==> src/rtl/rxq_pkg.sv <==
package rxq_pkg;
  localparam int unsigned ST_W     = 10;
  localparam int unsigned ST_FULL  = 9;
  localparam int unsigned ST_EMPTY = 8;
  localparam int unsigned ST_TMO   = 7;
  localparam int unsigned ST_TMOEN = 6;
  localparam int unsigned ST_LVL   = 3;

  // Capacity of the storage in the selected mode.
  function automatic int unsigned room_of(input logic fifo_on, input int unsigned depth);
    return fifo_on ? depth : 1;
  endfunction

  // Effective trip level: a zero threshold behaves as one.
  function automatic int unsigned trip_of(input int unsigned thr);
    return (thr == 0) ? 1 : thr;
  endfunction

  // Circular pointer advance for any depth.
  function automatic int unsigned wrap_inc(input int unsigned ptr, input int unsigned depth);
    return (ptr == depth - 1) ? 0 : ptr + 1;
  endfunction
endpackage

==> src/rtl/rxq_store.sv <==
module rxq_store #(
  parameter int unsigned DEPTH = 16,
  parameter int unsigned DW    = 8,
  localparam int unsigned AW   = (DEPTH > 1) ? $clog2(DEPTH) : 1,
  localparam int unsigned CW   = $clog2(DEPTH + 1)
) (
  input  logic          clk,
  input  logic          rst_n,
  input  logic          push,
  input  logic [DW-1:0] push_data,
  input  logic          pop,
  output logic [DW-1:0] pop_data,
  output logic [CW-1:0] level
);
  import rxq_pkg::*;

  logic [DW-1:0] mem [DEPTH];
  logic [AW-1:0] wptr, rptr;

  always_ff @(posedge clk) begin
    if (push) mem[wptr] <= push_data;
  end

  always_ff @(posedge clk or negedge rst_n) begin
    if (!rst_n) begin
      wptr     <= '0;
      rptr     <= '0;
      level    <= '0;
      pop_data <= '0;
    end else begin
      if (push) wptr <= AW'(wrap_inc(int'(wptr), DEPTH));
      if (pop) begin
        rptr     <= AW'(wrap_inc(int'(rptr), DEPTH));
        pop_data <= mem[rptr];
      end
      case ({push, pop})
        2'b10:   level <= level + 1'b1;
        2'b01:   level <= level - 1'b1;
        default: level <= level;
      endcase
    end
  end


  lvl_bound_chk: assert property (@(posedge clk) disable iff (!rst_n)
    level <= CW'(DEPTH));

  no_overflow_chk: assert property (@(posedge clk) disable iff (!rst_n)
    (level == CW'(DEPTH)) |-> (!push || pop));

  no_underflow_chk: assert property (@(posedge clk) disable iff (!rst_n)
    (level == '0) |-> !pop);
endmodule

==> src/rtl/rxq_idle.sv <==
module rxq_idle #(
  parameter int unsigned LIMIT = 1000,
  localparam int unsigned TW   = $clog2(LIMIT + 1)
) (
  input  logic clk,
  input  logic rst_n,
  input  logic restart,
  input  logic hold,
  output logic expired
);
  logic [TW-1:0] cnt;

  always_ff @(posedge clk or negedge rst_n) begin
    if (!rst_n)                 cnt <= '0;
    else if (restart || hold)   cnt <= '0;
    else if (cnt != TW'(LIMIT)) cnt <= cnt + 1'b1;
  end

  assign expired = (cnt == TW'(LIMIT));


  restart_clear_chk: assert property (@(posedge clk) disable iff (!rst_n)
    restart |=> !expired);

  hold_clear_chk: assert property (@(posedge clk) disable iff (!rst_n)
    hold |=> !expired);
endmodule

==> src/rtl/rxq_buffer.sv <==
module rxq_buffer #(
  parameter int unsigned DEPTH      = 16,
  parameter int unsigned DW         = 8,
  parameter int unsigned THW        = 4,
  parameter int unsigned TMO_CYCLES = 1000,
  localparam int unsigned CW        = $clog2(DEPTH + 1)
) (
  input  logic           clk,
  input  logic           rst_n,
  input  logic           fifo_en,
  input  logic [THW-1:0] fifo_thresh,
  input  logic           rx_irq_en,
  input  logic           tmo_en_we,
  input  logic           tmo_en_wdata,
  input  logic           byte_vld,
  input  logic [DW-1:0]  byte_in,
  input  logic           rd_stb,
  output logic [DW-1:0]  rd_data,
  output logic [9:0]     status,
  output logic           rx_irq,
  output logic           tmo_irq
);
  import rxq_pkg::*;

  logic [CW-1:0] level, room, trip;
  logic is_full, is_empty, push_ok, pop_ok, lvl_flag, tmo_hit, tmo_en_q;

  assign room     = CW'(room_of(fifo_en, DEPTH));
  assign trip     = CW'(trip_of(int'(fifo_thresh)));
  assign is_full  = (level >= room);
  assign is_empty = (level == '0);
  assign push_ok  = byte_vld && !is_full;
  assign pop_ok   = rd_stb && !is_empty;
  assign lvl_flag = fifo_en ? (level >= trip) : !is_empty;

  rxq_store #(.DEPTH(DEPTH), .DW(DW)) u_store (
    .clk(clk), .rst_n(rst_n),
    .push(push_ok), .push_data(byte_in),
    .pop(pop_ok), .pop_data(rd_data),
    .level(level)
  );

  rxq_idle #(.LIMIT(TMO_CYCLES)) u_idle (
    .clk(clk), .rst_n(rst_n),
    .restart(byte_vld || rd_stb),
    .hold(is_empty || is_full),
    .expired(tmo_hit)
  );

  always_ff @(posedge clk or negedge rst_n) begin
    if (!rst_n)         tmo_en_q <= 1'b0;
    else if (tmo_en_we) tmo_en_q <= tmo_en_wdata;
  end

  always_comb begin
    status           = '0;
    status[ST_FULL]  = is_full;
    status[ST_EMPTY] = is_empty;
    status[ST_TMO]   = tmo_hit;
    status[ST_TMOEN] = tmo_en_q;
    status[ST_LVL]   = lvl_flag;
  end

  assign rx_irq  = lvl_flag && rx_irq_en;
  assign tmo_irq = tmo_hit && tmo_en_q;


  full_drop_chk: assert property (@(posedge clk) disable iff (!rst_n)
    (is_full && byte_vld && !rd_stb) |=> $stable(level));

  empty_read_chk: assert property (@(posedge clk) disable iff (!rst_n)
    (is_empty && rd_stb && !byte_vld) |=> $stable(rd_data));

  tmo_rise_chk: assert property (@(posedge clk) disable iff (!rst_n)
    $rose(tmo_hit) |-> $past(!byte_vld && !rd_stb && !is_empty && !is_full));
endmodule

==> config.mk <==
export PLATFORM = sky130hd
export DESIGN_NAME = rxq_buffer
export DESIGN_NICKNAME = d
export VERILOG_FILES = /design/src/rtl/rxq_pkg.sv /design/src/rtl/rxq_store.sv /design/src/rtl/rxq_idle.sv /design/src/rtl/rxq_buffer.sv
export SDC_FILE = /design/constraint.sdc
export NUM_CORES = 1
export LEC_CHECK = 0
export BUFFER_PORTS_ARGS = -buffer_cell sky130_fd_sc_hd__buf_2
export CAP_MARGIN = 20
export CORE_ASPECT_RATIO = 0.8
export CORE_MARGIN = 1.5
export CORE_UTILIZATION = 24
export DETAILED_ROUTE_END_ITERATION = 12
export PLACE_DENSITY = 0.39
export RECOVER_POWER = 50
export SETUP_SLACK_MARGIN = 0.2
export SLEW_MARGIN = 15
export SYNTH_ARGS = -nofsm -noshare
export SYNTH_HDL_FRONTEND = slang
export SYNTH_SLANG_ARGS = --single-unit
==> constraint.sdc <==
create_clock -name clk -period 2.7 [get_ports clk]
set_input_delay 0.135 -clock clk [delete_from_list [all_inputs] [get_ports clk]]
set_output_delay 0.135 -clock clk [all_outputs]
set_load 0.03 [all_outputs]
# After elaboration in Yosys (flattened, before gate mapping)
# Memory sizes are Yosys's and may differ from the RTL's. A register that Yosys moved wholly into a read port is not among the register bits.
# Index checks and enable logic that the tools add are counted.
# word_totals
ff_bits	24
latchBits	0
mem_bits_rw	128
romBits	0
input_bits	20
output_inout_bits	20
word_cells	43
memories	1
# op_classes
addsub	5
multipliers	0
div	0
order_cmp	2
n_eq_ne	6
shifts	0
mux	10
bitwise	0
n_reduce_logical	14
# memory_table
memory	words	word_bits	rd	rd_clocked_by_memory_dff	wr	line_no	text
u_store.mem	16	8	1	1	1	rxq_store.sv:17	logic [DW-1:0] mem [DEPTH];
# op_table
op	count
$mux W10	2
$mux W4	3
$add A10 B1 Y10 const B	1
$eq A10 B10 Y1 const B	1
$ne A10 B10 Y1 const B	1
$pmux W5 S2	1
$add A4 B1 Y4 const B	2
$eq A4 B4 Y1 const B	2
$add A5 B1 Y5 const B	1
$ge A5 B4 Y1	1
$ge A5 B5 Y1	1
$logic_not A5 Y1	1
$mux W5	1
$sub A5 B1 Y5 const B	1
$logic_and A1 B1 Y1	4
$logic_not A4 Y1	1
$reduce_bool A2 Y1	2
$logic_not A1 Y1	3
$logic_or A1 B1 Y1	3
$mux W1	3
$eq A2 B1 Y1 const B	1
$eq A2 B2 Y1 const B	1

# Longest topological paths before layout
# Gate-level depths: netlist of the first run.
# depth
depth_word	6
depth_mapped	15
depth_no_buf	13

# Hierarchy
# Synthesis of the first run repeated with hierarchy kept, for this count alone.
# unflattened
hier_cells	465
hier_area_um2	7051.8
# by_module_without_submodules
mod	n_inst	cells_each	area_per_inst_um2	seq_area_each_um2
rxq_store	1	361	6115.9	4369.2
rxq_idle	1	59	568.0	250.2
rxq_buffer	1	45	367.9	25.0

# Worst setup path after synthesis of the first run
# OpenSTA, ideal clock, no wires.
# synth_path
kind	register to register
start	register u_store.level[0]
end	register u_store.level[4]
setup_ns	0.079
arrival_ns	2.774
required_time_ns	2.621
slack_ns	-0.153
stages_incl_launch_ff	16
path_buffers	2
synth_period_minus_slack_ns	2.853
cell_sequence	dfrtp_1 inv_1 ha_1 nand2b_1 o21ai_2 nand3b_1 clkbuf_1 ha_1 clkbuf_1 xor2_1 ha_1 a21o_1 nand2_1 a21o_1 a21oi_1 xor2_1
# synth_between
elab_chain_cells	5
elab_cells_between_ends	12
cone_classes	add/sub: 2; order compare: 1; eq/ne: 2; mux: 1; reduce/logical: 6
# synth_lines
element	line_no	text
from (decl)	rxq_store.sv:13	output logic [CW-1:0] level
from (signal assigned)	rxq_store.sv:37	2'b10: level <= level + 1'b1;
from (signal assigned)	rxq_store.sv:38	2'b01: level <= level - 1'b1;
from (signal assigned)	rxq_store.sv:39	default: level <= level;
$ge A5 B5 Y1 or $logic_not A5 Y1 (tied branches)	rxq_buffer.sv:30, rxq_buffer.sv:31	
$logic_not A1 Y1 (on tied branches)	rxq_buffer.sv:32, rxq_buffer.sv:33	
$logic_and A1 B1 Y1 (on tied branches)	rxq_buffer.sv:32, rxq_buffer.sv:33	
$eq A2 B1 Y1 or $eq A2 B2 Y1 (tied branches)	rxq_store.sv:36	case ({push, pop})
$pmux W5 S2 or $reduce_bool A2 Y1 (tied branches)	-	
# Parallel ways exist; a longest one is shown, timed or not.
# A chain may end at the register's enable or synchronous reset.

# Worst setup path in the final report of the first run
# layout_path
start	register u_store.level[0]
end	register u_store.level[2]
# Same word-level chain as after synthesis.

==> reports/results.md, run 1 <==
| Result | Value |
|:---|:---|
| DP Area | 7540 um^2 |
| Setup_tns | 0 ns |
| Reg-to-reg critical path startpoint | u_store.level[0] |
| Starting DRT DRC Count | 203 |
| Clock transition at the registers of the reported paths | 0.07 ns |
| Area growth from synthesis to layout | 20.7% |
| Largest stage delay, worst path | 0.38 ns |
| Most frequent cell after synthesis | edfxtp_1 |
| Final instance count without filler cells | 837 |
| Count of cell types in the netlist | 47 |
| Total routing resource utilization after global routing | 10.8% |
| Crit path top cell by count | xor2_1 |
| Final core area utilization | 29.7% |
| Endpoint of the worst register-to-register path | u_store.level[2] |
| Slowest stage cell on the critical path | dfrtp_1 |
| Number of cells on the worst reg-to-reg path | 13 |
| Largest area contributor in the netlist | edfxtp_1 |
| Wire length of the first global-routing pass | 22900 um |
| Number of violations of the max-capacitance limit | 1 |
| Routability Congestion | 0.720 |
| Core Region | 27500 um^2 |
| Cell types with the highest counts after synthesis | edfxtp_1, dfrtp_1, mux4_2 |
| Critical path launch point | u_store.level[0] |
| Max-slew violation count | 33 |
| Height of the die | 153 um |
| Number of synthesized flops with an enable pin | 128 |
| Vias | 3572 |
| I/O pin total | 40 |
| VDD IR-drop max | 594 uV |
| Max-slew headroom at the worst pin | -23.4% |
| Critical Path Fanout Max | 4 |
| CTS tree | done |
| Clk_lat worst skew | 0.42 ns |
| Final Cycle Share | 90.4% |
| Skew final | 0.0137 ns |
| Portion of synthesized cell area occupied by the leading cell type | 56.7% |
| Initial Utilization | 24.6% |
| Via count of the first global-routing pass | 3678 |
| Number of cell rows | 54 |
| Worst-case register-to-register setup slack | 0.26 ns |
| Largest net degree at the start of global routing | 38 |
| #FFs+latches synth | 160 |
| Transition time at the pin with the least slew margin | 1.85 ns |
| Sequence of cells on the critical path | inv_2 > ha_4 > nand2b_4 > o21ai_4 > nand3b_1 > ha_4 > xor2_1 > ha_2 > buf_4 > a21oi_2 > xor2_1 > nor2_1 > xor2_1 |
| Max Clock Freq | 410 MHz |
| Cells after synthesis | 396 |
| Total grt overflow | 0 |
| Final number of hold-violating endpoints | 0 |
| Detailed-routing iteration count for the pre-antenna-repair pass | 4 |
| Number of antenna violations at the first check in global routing | 0 |
| Final setup violating endpoints | 0 |
| WL final | 15100 um |
| Primary FF master, synth | edfxtp_1 |
| Worst Path Arrival | 2.74 ns |
| Count of synthesis-stage warnings from yosys | 0 |
| Unrepaired setup endpoints after global routing | true |
| Worst hold margin | 0.277 ns |
| HPWL after detailed placement | 9840 um |
| Number of clock buffers inserted by TritonCTS | 17 |
| Final Instance Area | 8170 um^2 |
| Synthesized area | 6770 um^2 |
| Top post-synthesis cells by area | edfxtp_1, dfrtp_1, mux4_2 |
| Sequential element share of the synthesized area | 68.6% |
| Ratio of cells with drive above 1 in the final layout | 30.9% |
| DIE AREA | 29200 um^2 |
| Fillers | 2709 |
| Type of the worst min-delay path | primary input to flop |
| Number of DRC violations after detailed routing | 0 |
| Number of placed cells counting well taps | 796 |
| Antenna cell count | 0 |
| Number of buffer cells added on primary ports | 34 |
| Total number of H-tree levels | 4 |
| Clock Tree Buf Depth | 2 |
| Minimum clock period | 2.44 ns |
| Clock Sinks | 160 |
| Cell Pwr Density | 985 nW/um^2 |
| Type of the worst setup path | flop to flop |
| Failing checks | max-capacitance violations, max-slew violations |
| Endpoint kind of the worst setup timing path | flop |
| Vias/cell | 4.27 |
| Async SR Flop Fraction | 20.0% |
| Outcome | complete, but fails checks |
| Layout net count | 496 |
| Root Buffer Master | clkbuf_16 |
| Kind of start point of the critical path | flop |
| Leakage power | 0.00282 uW |
| Destination of the critical timing path | u_store.level[2] |
| Average cell area after synthesis | 17.1 um^2 |
| Required time of the critical path | 3.00 ns |
| Average detailed-routed wire length per instance | 18.1 um |
| Post-route antenna net violation count | 0 |
| Die width | 191 um |
[worst max-delay path: cells and delay by family (launching register included)]
kind	cells	cell delay, ns
adder cells (fa/ha/maj)	3	0.64
AND/OR/NAND/NOR	3	0.38
flip-flops	1	0.38
buffers and inverters	2	0.22
XOR/XNOR	3	0.43
AO/OA/AOI/OAI	2	0.27
[per-layer routing]
layer / track usage [%] / part of all wire (%)
met1: 15.1 / 48
met2: 16.6 / 48
met3: 2.50 / 3.2
met4: 3.34 / 1.1
met5: 0 / 0
[how the worst min path moves through the flow]
stage | startpoint | end | slack, ns | depth (start not counted)
detailed placement | rst_n | u_idle.cnt[2] | 0.26 | 1
floorplan | rst_n | tmo_en_q | -0.16 | 0
finish | byte_vld | u_idle.cnt[2] | 0.28 | 3
global route | byte_vld | u_idle.cnt[2] | 0.30 | 3
CTS | byte_in[6] | u_store.mem[2][6] | 0.09 | 1
global placement | rst_n | u_idle.cnt[2] | 0.26 | 1
[state kept, by name, summed over array words and instances, names as in the netlist]
register and flops:
u_store.level 5, tmo_en_q 1, u_store.pop_data 8, u_store.wptr 4
u_idle.cnt 10, u_store.rptr 4, u_store.mem 128
[layout by cell type, fill, tap and decap left out, drive strengths merged, types with 6 or more instances in the layout]
| master | netlist | routed |
|---|---|---|
| edfxtp | 128 | 128 |
| buf | 19 | 51 |
| clkbuf | 10 | 33 |
| mux4 | 32 | 32 |
| dfrtp | 32 | 32 |
| inv | 11 | 20 |
| nor2 | 16 | 16 |
| o22ai | 16 | 16 |
| ha | 16 | 16 |
| a21oi | 14 | 14 |
| mux2 | 13 | 13 |
| xor2 | 10 | 10 |
| and2 | 9 | 9 |
| nand2 | 7 | 7 |
| xnor2 | 7 | 7 |
| o21ai | 7 | 7 |
| and3 | 6 | 6 |
[power by group]
part           internal (uW)  total (uW)  switching (uW)
clock network           1220        2290            1070
registers               2930        3180             243
logic                   1200        2580            1380
total                   5360        8050            2690
[layout make-up]
class                   count  area (um^2)  share of cell area (%)
clock buffers              17          425                    5.20
clock inverters            15          141                    1.73
inverters                  11         41.3                   0.505
multi-input cells         200         2010                    24.6
flip-flops and latches    160         4650                    56.8
well taps                 364          455                    5.57
repair buffers             70          453                    5.54
[timing repair]
action / CTS / global route
gates resized for setup: 0 / 2
setup endpoints to repair: 0 / 17
endpoints found under the hold margin: 33 / 0
buffers inserted: 0 / 6
hold buffers: 3 / 0
[kinds of logic (layout without fill, tap and decap cells)]
group                    Yosys count  in the layout  share of synthesized area (%)
other                              1              5                         0.0554
AO/OA/AOI/OAI                     50             50                           4.64
buffers and inverters             40            113                           3.07
flip-flops                       160            160                           68.6
XOR/XNOR                          17             17                           2.20
AND/OR/NAND/NOR                   66             66                           5.58
multiplexers                      46             46                           12.9
adder cells (fa/ha/maj)           16             16                           2.96
[stage by stage]
stage,power [uW],setup WS [ns]
floorplan,4990,0.0259
global placement,5770,0.331
detailed placement,5810,0.242
CTS,8140,0.211
global route,8510,0.139
finish,8050,0.259
Power figures use the tool's default switching activity.
==> run 2: changes to the inputs <==
--- a/config.mk
+++ b/config.mk
@@ -8,12 +8,11 @@
 export BUFFER_PORTS_ARGS = -buffer_cell sky130_fd_sc_hd__buf_2
 export CAP_MARGIN = 20
 export CORE_ASPECT_RATIO = 0.8
-export CORE_MARGIN = 1.5
 export CORE_UTILIZATION = 24
 export DETAILED_ROUTE_END_ITERATION = 12
 export PLACE_DENSITY = 0.39
 export RECOVER_POWER = 50
-export SETUP_SLACK_MARGIN = 0.2
+export SETUP_SLACK_MARGIN = 0.4
 export SLEW_MARGIN = 15
 export SYNTH_ARGS = -nofsm -noshare
 export SYNTH_HDL_FRONTEND = slang
==> run 2 against run 1 <==
Clock skew shrank 0.0020 ns. Via count grew 0.81%. Design area grew 0.11%. Critical path type unchanged. Die area shrank 1.2%. The flow still finishes with violations (max-capacitance violations, max-slew violations). Critical path depth shrank 2. Wire length grew 0.11%. Worst hold slack gained 0.024 ns.
==> reports/results.md, run 2 (synthesized netlist as in run 1, its figures left out) <==
| Result | Value |
|:---|:---|
| Final setup violating endpoints | 0 |
| Via count of the first global-routing pass | 3752 |
| DIE AREA | 28900 um^2 |
| Required time of the critical path | 3.05 ns |
| Number of clock buffers inserted by TritonCTS | 17 |
| GR met1 Demand/Resource | 15.5% |
| Type of the worst min-delay path | primary input to flop |
| Slowest stage cell on the critical path | or3_4 |
| Layout net count | 494 |
| Biggest register | u_store.mem |
| Number of cell rows | 54 |
| Most common library cell in the layout ignoring fill and taps | edfxtp_1 |
| Critical path launch point | u_store.level[2] |
| Vias/cell | 4.31 |
| Number of violations of the max-capacitance limit | 1 |
| Number of DRC violations after detailed routing | 0 |
| Initial Utilization | 24.6% |
| Height of the die | 152 um |
| Destination of the critical timing path | u_store.level[4] |
| HPWL after detailed placement | 10200 um |
| GR Layer Usage met3 | 2.90% |
| Failing checks | max-capacitance violations, max-slew violations |
| Leakage power | 0.00282 uW |
| Largest register FFs | 128 |
| Wire length of the first global-routing pass | 22900 um |
| Endpoint kind of the worst setup timing path | flop |
| Die width | 190 um |
| VDD IR-drop max | 473 uV |
| Reg-to-reg critical path startpoint | u_store.level[2] |
| CTS tree | done |
| Endpoint of the worst register-to-register path | u_store.level[4] |
| Final number of hold-violating endpoints | 0 |
| Core Region | 27500 um^2 |
| Registers with the highest flip-flop counts | u_store.mem: 128 flops, u_idle.cnt: 10 flops, u_store.pop_data: 8 flops |
| Cell Pwr Density | 996 nW/um^2 |
| Total number of H-tree levels | 4 |
| Max-slew violation count | 33 |
| Root Buffer Master | clkbuf_16 |
| Most crowded layer after global routing | met2 |
| Transition time at the pin with the least slew margin | 1.92 ns |
| Post-route antenna net violation count | 0 |
| Outcome | complete, but fails checks |
| Type of the worst setup path | flop to flop |
| Routability Congestion | 0.710 |
| Placement Setup Slack | 0.205 ns |
| Total routing resource utilization after global routing | 11.0% |
| Highest-count cells in the layout ignoring fill and taps | edfxtp_1, mux4_2, dfrtp_1 |
| Clock Tree Buf Depth | 2 |
| Vias | 3601 |
| Number of buffer cells added on primary ports | 34 |
| Max-slew headroom at the worst pin | -28.0% |
| Clock transition at the registers of the reported paths | 0.06 ns |
| Number of antenna violations at the first check in global routing | 0 |
| Minimum clock period | 2.33 ns |
| Largest net degree at the start of global routing | 33 |
| Final Worst Setup Slack | 0.373 ns |
| WL final | 15100 um |
| Worst Path Arrival | 2.68 ns |
| Setup_tns | 0 ns |
| Largest stage delay, worst path | 0.42 ns |
| Clk_lat worst skew | 0.43 ns |
| Critical Path Fanout Max | 4 |
| Final Cycle Share | 86.2% |
| Number of cells on the worst reg-to-reg path | 11 |
| Worst-case register-to-register setup slack | 0.37 ns |
| Total grt overflow | 0 |
| Ratio of cells with drive above 1 in the final layout | 30.6% |
| Number of placed cells counting well taps | 796 |
| Unrepaired setup endpoints after global routing | true |
| Sequence of cells on the critical path | or3_4 > o21ai_2 > nand3b_1 > ha_4 > xor2_1 > ha_2 > a21o_1 > nand2_1 > a21o_1 > a21oi_2 > xor2_1 |
| Skew final | 0.0117 ns |
| Worst hold margin | 0.301 ns |
| Max Clock Freq | 430 MHz |
| Total power | 8150 uW |
| Clock Sinks | 160 |
| Average detailed-routed wire length per instance | 18.1 um |
| Grt met2 use | 16.3% |
| Final instance count without filler cells | 835 |
| Detailed-routing iteration count for the pre-antenna-repair pass | 4 |
| Starting DRT DRC Count | 224 |
| Antenna cell count | 0 |
| Kind of start point of the critical path | flop |
| I/O pin total | 40 |
| Area growth from synthesis to layout | 20.8% |
-- run 2: cell count changes in the layout (fill, tap and decap cells not counted), moves of 2 or more --
cell,delta
clkinv_2,+4
inv_6,-4
o21ai_1,+2
clkbuf_1,+3
buf_4,-2
bufinv_16,+3
inv_8,-5
o21ai_0,-2
-- run 2: how the worst min path moves through the flow --
stage                     from                   to  slack (ns)  depth (start not counted)
floorplan                rst_n             tmo_en_q       -0.16                          0
global placement         rst_n        u_idle.cnt[3]        0.27                          1
detailed placement       rst_n             tmo_en_q        0.28                          1
CTS                 byte_in[4]    u_store.mem[7][4]        0.11                          1
global route            rd_stb  u_store.pop_data[1]        0.34                          4
finish                byte_vld        u_idle.cnt[2]        0.30                          3
-- run 2: what timing repair did --
item / in CTS / in global routing
resized for setup: 1 / 8
setup buffers: 3 / 1
hold buffers: 3 / 0
endpoints found under the setup margin: 36 / 79
cloned: 0 / 0
pin swaps: 10 / 2
hold endpoints to repair: 33 / 0
-- run 2: area by class of cell --
type,count,area (um^2)
clock buffers,20,437
clock inverters,12,143
fillers,2724,19300
inverters,11,41.3
multi-input cells,200,2020
flip-flops and latches,160,4650
well taps,364,455
repair buffers,68,444
-- run 2: report_power, final --
group	internal, uW	total (uW)	switching [uW]
Clock	1440	2390	945
Sequential	2940	3230	295
Combinational	1190	2530	1330
-- run 2: metrics by stage --
stage | cell area [um^2] | utilization [%]
final | 8180 | 29.8
after global routing | 8180 | 29.8
after CTS | 8180 | 29.7
after detailed placement | 7540 | 27.4
after global placement | 7540 | 27.4
after floorplan | 6890 | -
-- run 2: critical path, delay by kind of cell, from the launching register on --
family	cells	cell delay (ns)
flip-flops	1	0.38
XOR/XNOR	2	0.28
AO/OA/AOI/OAI	4	0.54
adder cells (fa/ha/maj)	2	0.43
AND/OR/NAND/NOR	3	0.62
-- run 2: per-layer routing --
metal / share of wire, % / vias up
met5: 0 / -
met4: 1.9 / 0
met3: 4.6 / 18
met2: 46 / 69
met1: 48 / 1867
li1: - / 1647
==> run 3: changes to the inputs <==
--- a/config.mk
+++ b/config.mk
@@ -10,7 +10,7 @@
 export CORE_ASPECT_RATIO = 0.8
 export CORE_UTILIZATION = 24
 export DETAILED_ROUTE_END_ITERATION = 12
-export PLACE_DENSITY = 0.39
+export PLACE_DENSITY = 0.37
 export RECOVER_POWER = 50
 export SETUP_SLACK_MARGIN = 0.4
 export SLEW_MARGIN = 15
==> constraint.sdc (replaced) <==
create_clock -name clk -period 2.2 [get_ports clk]
set_input_delay 0.11 -clock clk [delete_from_list [all_inputs] [get_ports clk]]
set_output_delay 0.11 -clock clk [all_outputs]
set_load 0.03 [all_outputs]
==> run 3 against run 2 <==
The run ends with negative setup slack left. Wire length increased by 8.6%. Sequential power increased by 22%. Sequential share of layout area decreased by 4.8 points. Core utilization increased by 2.8 points.
==> reports/results.md, run 3 (synthesized netlist as in run 1, its figures left out) <==
| Result | Value |
|:---|:---|
| Outcome | complete, but fails checks |
| Failing checks | negative setup slack |
| Sequential Area | 4650 um^2 |
| Max-slew violation count | 0 |
| Total power | 11100 uW |
| Average detailed-routed wire length per instance | 19.1 um |
| Final setup violating endpoints | 125 |
| Fillers | 2613 |
| Die width | 190 um |
| Starting DRT DRC Count | 188 |
| WL final | 16400 um |
| Critical Path Fanout Max | 4 |
| Vias/cell | 4.32 |
| Root Buffer Master | clkbuf_16 |
| Largest register FFs | 128 |
| Initial Utilization | 24.6% |
| Total routing resource utilization after global routing | 11.7% |
| Minimum clock period | 2.35 ns |
| Cell Pwr Density | 1250 nW/um^2 |
| DIE AREA | 28900 um^2 |
| Worst Path Arrival | 2.70 ns |
| Required time of the critical path | 2.55 ns |
| Largest net degree at the start of global routing | 33 |
| Type of the worst setup path | flop to flop |
| Via count of the first global-routing pass | 3846 |
| Max-slew headroom at the worst pin | 43.1% |
| Endpoint kind of the worst setup timing path | flop |
| Type of the worst min-delay path | primary input to flop |
| Clock Sinks | 160 |
| Final number of hold-violating endpoints | 0 |
| Most common library cell in the layout ignoring fill and taps | edfxtp_1 |
| Kind of start point of the critical path | flop |
| CTS tree | done |
| Routability Congestion | 0.743 |
| Layout net count | 522 |
| Wire length of the first global-routing pass | 24200 um |
| Leakage power | 0.00314 uW |
| I/O pin total | 40 |
| Number of buffer cells added on primary ports | 34 |
| Max Clock Freq | 425 MHz |
| Vias | 3732 |
| Total number of H-tree levels | 4 |
| Final Cycle Share | 107% |
| Height of the die | 152 um |
| Biggest register | u_store.mem |
| Core Region | 27500 um^2 |
| Skew final | 0.0107 ns |
| Number of antenna violations at the first check in global routing | 0 |
| Area growth from synthesis to layout | 32.0% |
| Transition time at the pin with the least slew margin | 0.853 ns |
| Total grt overflow | 0 |
| Number of violations of the max-capacitance limit | 0 |
| Clk_lat worst skew | 0.43 ns |
| Antenna cell count | 0 |
| Number of cell rows | 54 |
| Ratio of cells with drive above 1 in the final layout | 47.9% |
| Highest-count cells in the layout ignoring fill and taps | edfxtp_1, buf_4, mux4_2 |
| Clock transition at the registers of the reported paths | 0.07 ns |
| Final Worst Setup Slack | -0.151 ns |
| Post-route antenna net violation count | 0 |
| Number of clock buffers inserted by TritonCTS | 17 |
| Multi-input gate area in the final layout | 2380 um^2 |
| Number of DRC violations after detailed routing | 0 |
| Final core area utilization | 32.5% |
| Registers with the highest flip-flop counts | u_store.mem: 128 flops, u_idle.cnt: 10 flops, u_store.pop_data: 8 flops |
| Detailed-routing iteration count for the pre-antenna-repair pass | 4 |
| Clock Tree Buf Depth | 2 |
| HPWL after detailed placement | 10600 um |
| VDD IR-drop max | 554 uV |
| Unrepaired setup endpoints after global routing | true |
[run 3: cell types whose count changed in the layout (fill, tap and decap cells not counted), moves of 9 or more]
cell,before,now
and2_4,0,9
o22ai_1,16,3
buf_6,1,19
clkbuf_1,19,7
and2_1,9,0
o22ai_2,0,12
[run 3: final timing paths]
| kind | startpoint | end | slack (ns) | cells past startpoint |
|---|---|---|---|---|
| worst min-delay path | byte_vld | u_idle.cnt[4] | 0.1 | 4 |
| worst min register to register | u_idle.cnt[9] | u_idle.cnt[9] | 0.57 | 2 |
| max in group asynchronous | rst_n | u_store.level[0] | 1.31 | 2 |
| worst max-delay path | u_store.level[1] | u_store.level[4] | -0.15 | 11 |
| worst max register to register | u_store.level[1] | u_store.level[4] | -0.15 | 11 |
| min in group asynchronous | rst_n | u_store.level[4] | 0.33 | 2 |
[run 3: critical path: stages, from the launching register on]
cell and delay (ns):
dfrtp_1 0.38, or3_4 0.42, o21ai_2 0.15, nand3b_1 0.16, ha_4 0.20, xor2_1 0.13
ha_2 0.23, a21o_1 0.12, nand2_1 0.04, a21o_1 0.16, a21oi_2 0.13, xor2_1 0.14
[run 3: metrics by stage]
step,instance area [um^2],hold slack [ns],worst slack [ns],setup TNS (ns),instances
detailed placement,7620,0.256,-0.213,-8.06,801
finish,8940,0.0991,-0.151,-8.39,863
global route,8940,0.0960,-0.282,-19.07,863
global placement,7620,0.252,-0.135,-2.71,801
CTS,8590,0.0796,-0.165,-10.79,851
floorplan,6930,-0.186,-0.429,-7.39,400
[run 3: repair_timing]
item	CTS	global route
setup endpoints to repair	160	163
hold buffers	3	0
pin swaps	20	20
gates cloned	2	1
endpoints found under the hold margin	33	0
setup buffers	13	11
gates resized for setup	58	54
[run 3: routing by layer]
metal  vias to the layer above  share of wire (%)  GRT usage, %  wire, um
met1                      1938                 48          16.5      7960
met3                        11                4.0          2.74       665
li1                       1716                  -             -         -
met5                         -                  0             0         0
met4                         0               0.78          3.11       128
met2                        67                 47          17.8      7690
[run 3: area by class of cell]
type	count	share of cell area, %
inverters	11	0.462
well taps	364	5.09
clock buffers	17	4.76
clock inverters	15	1.86
repair buffers	96	9.26
multi-input cells	200	26.6
flip-flops and latches	160	52.0
[run 3: report_power, final]
part           internal, uW  leakage (uW)  switching [uW]
registers              3600       0.00154             344
clock network          1530      0.000288            1380
logic                  2160       0.00131            2130
total                  7290       0.00314            3850
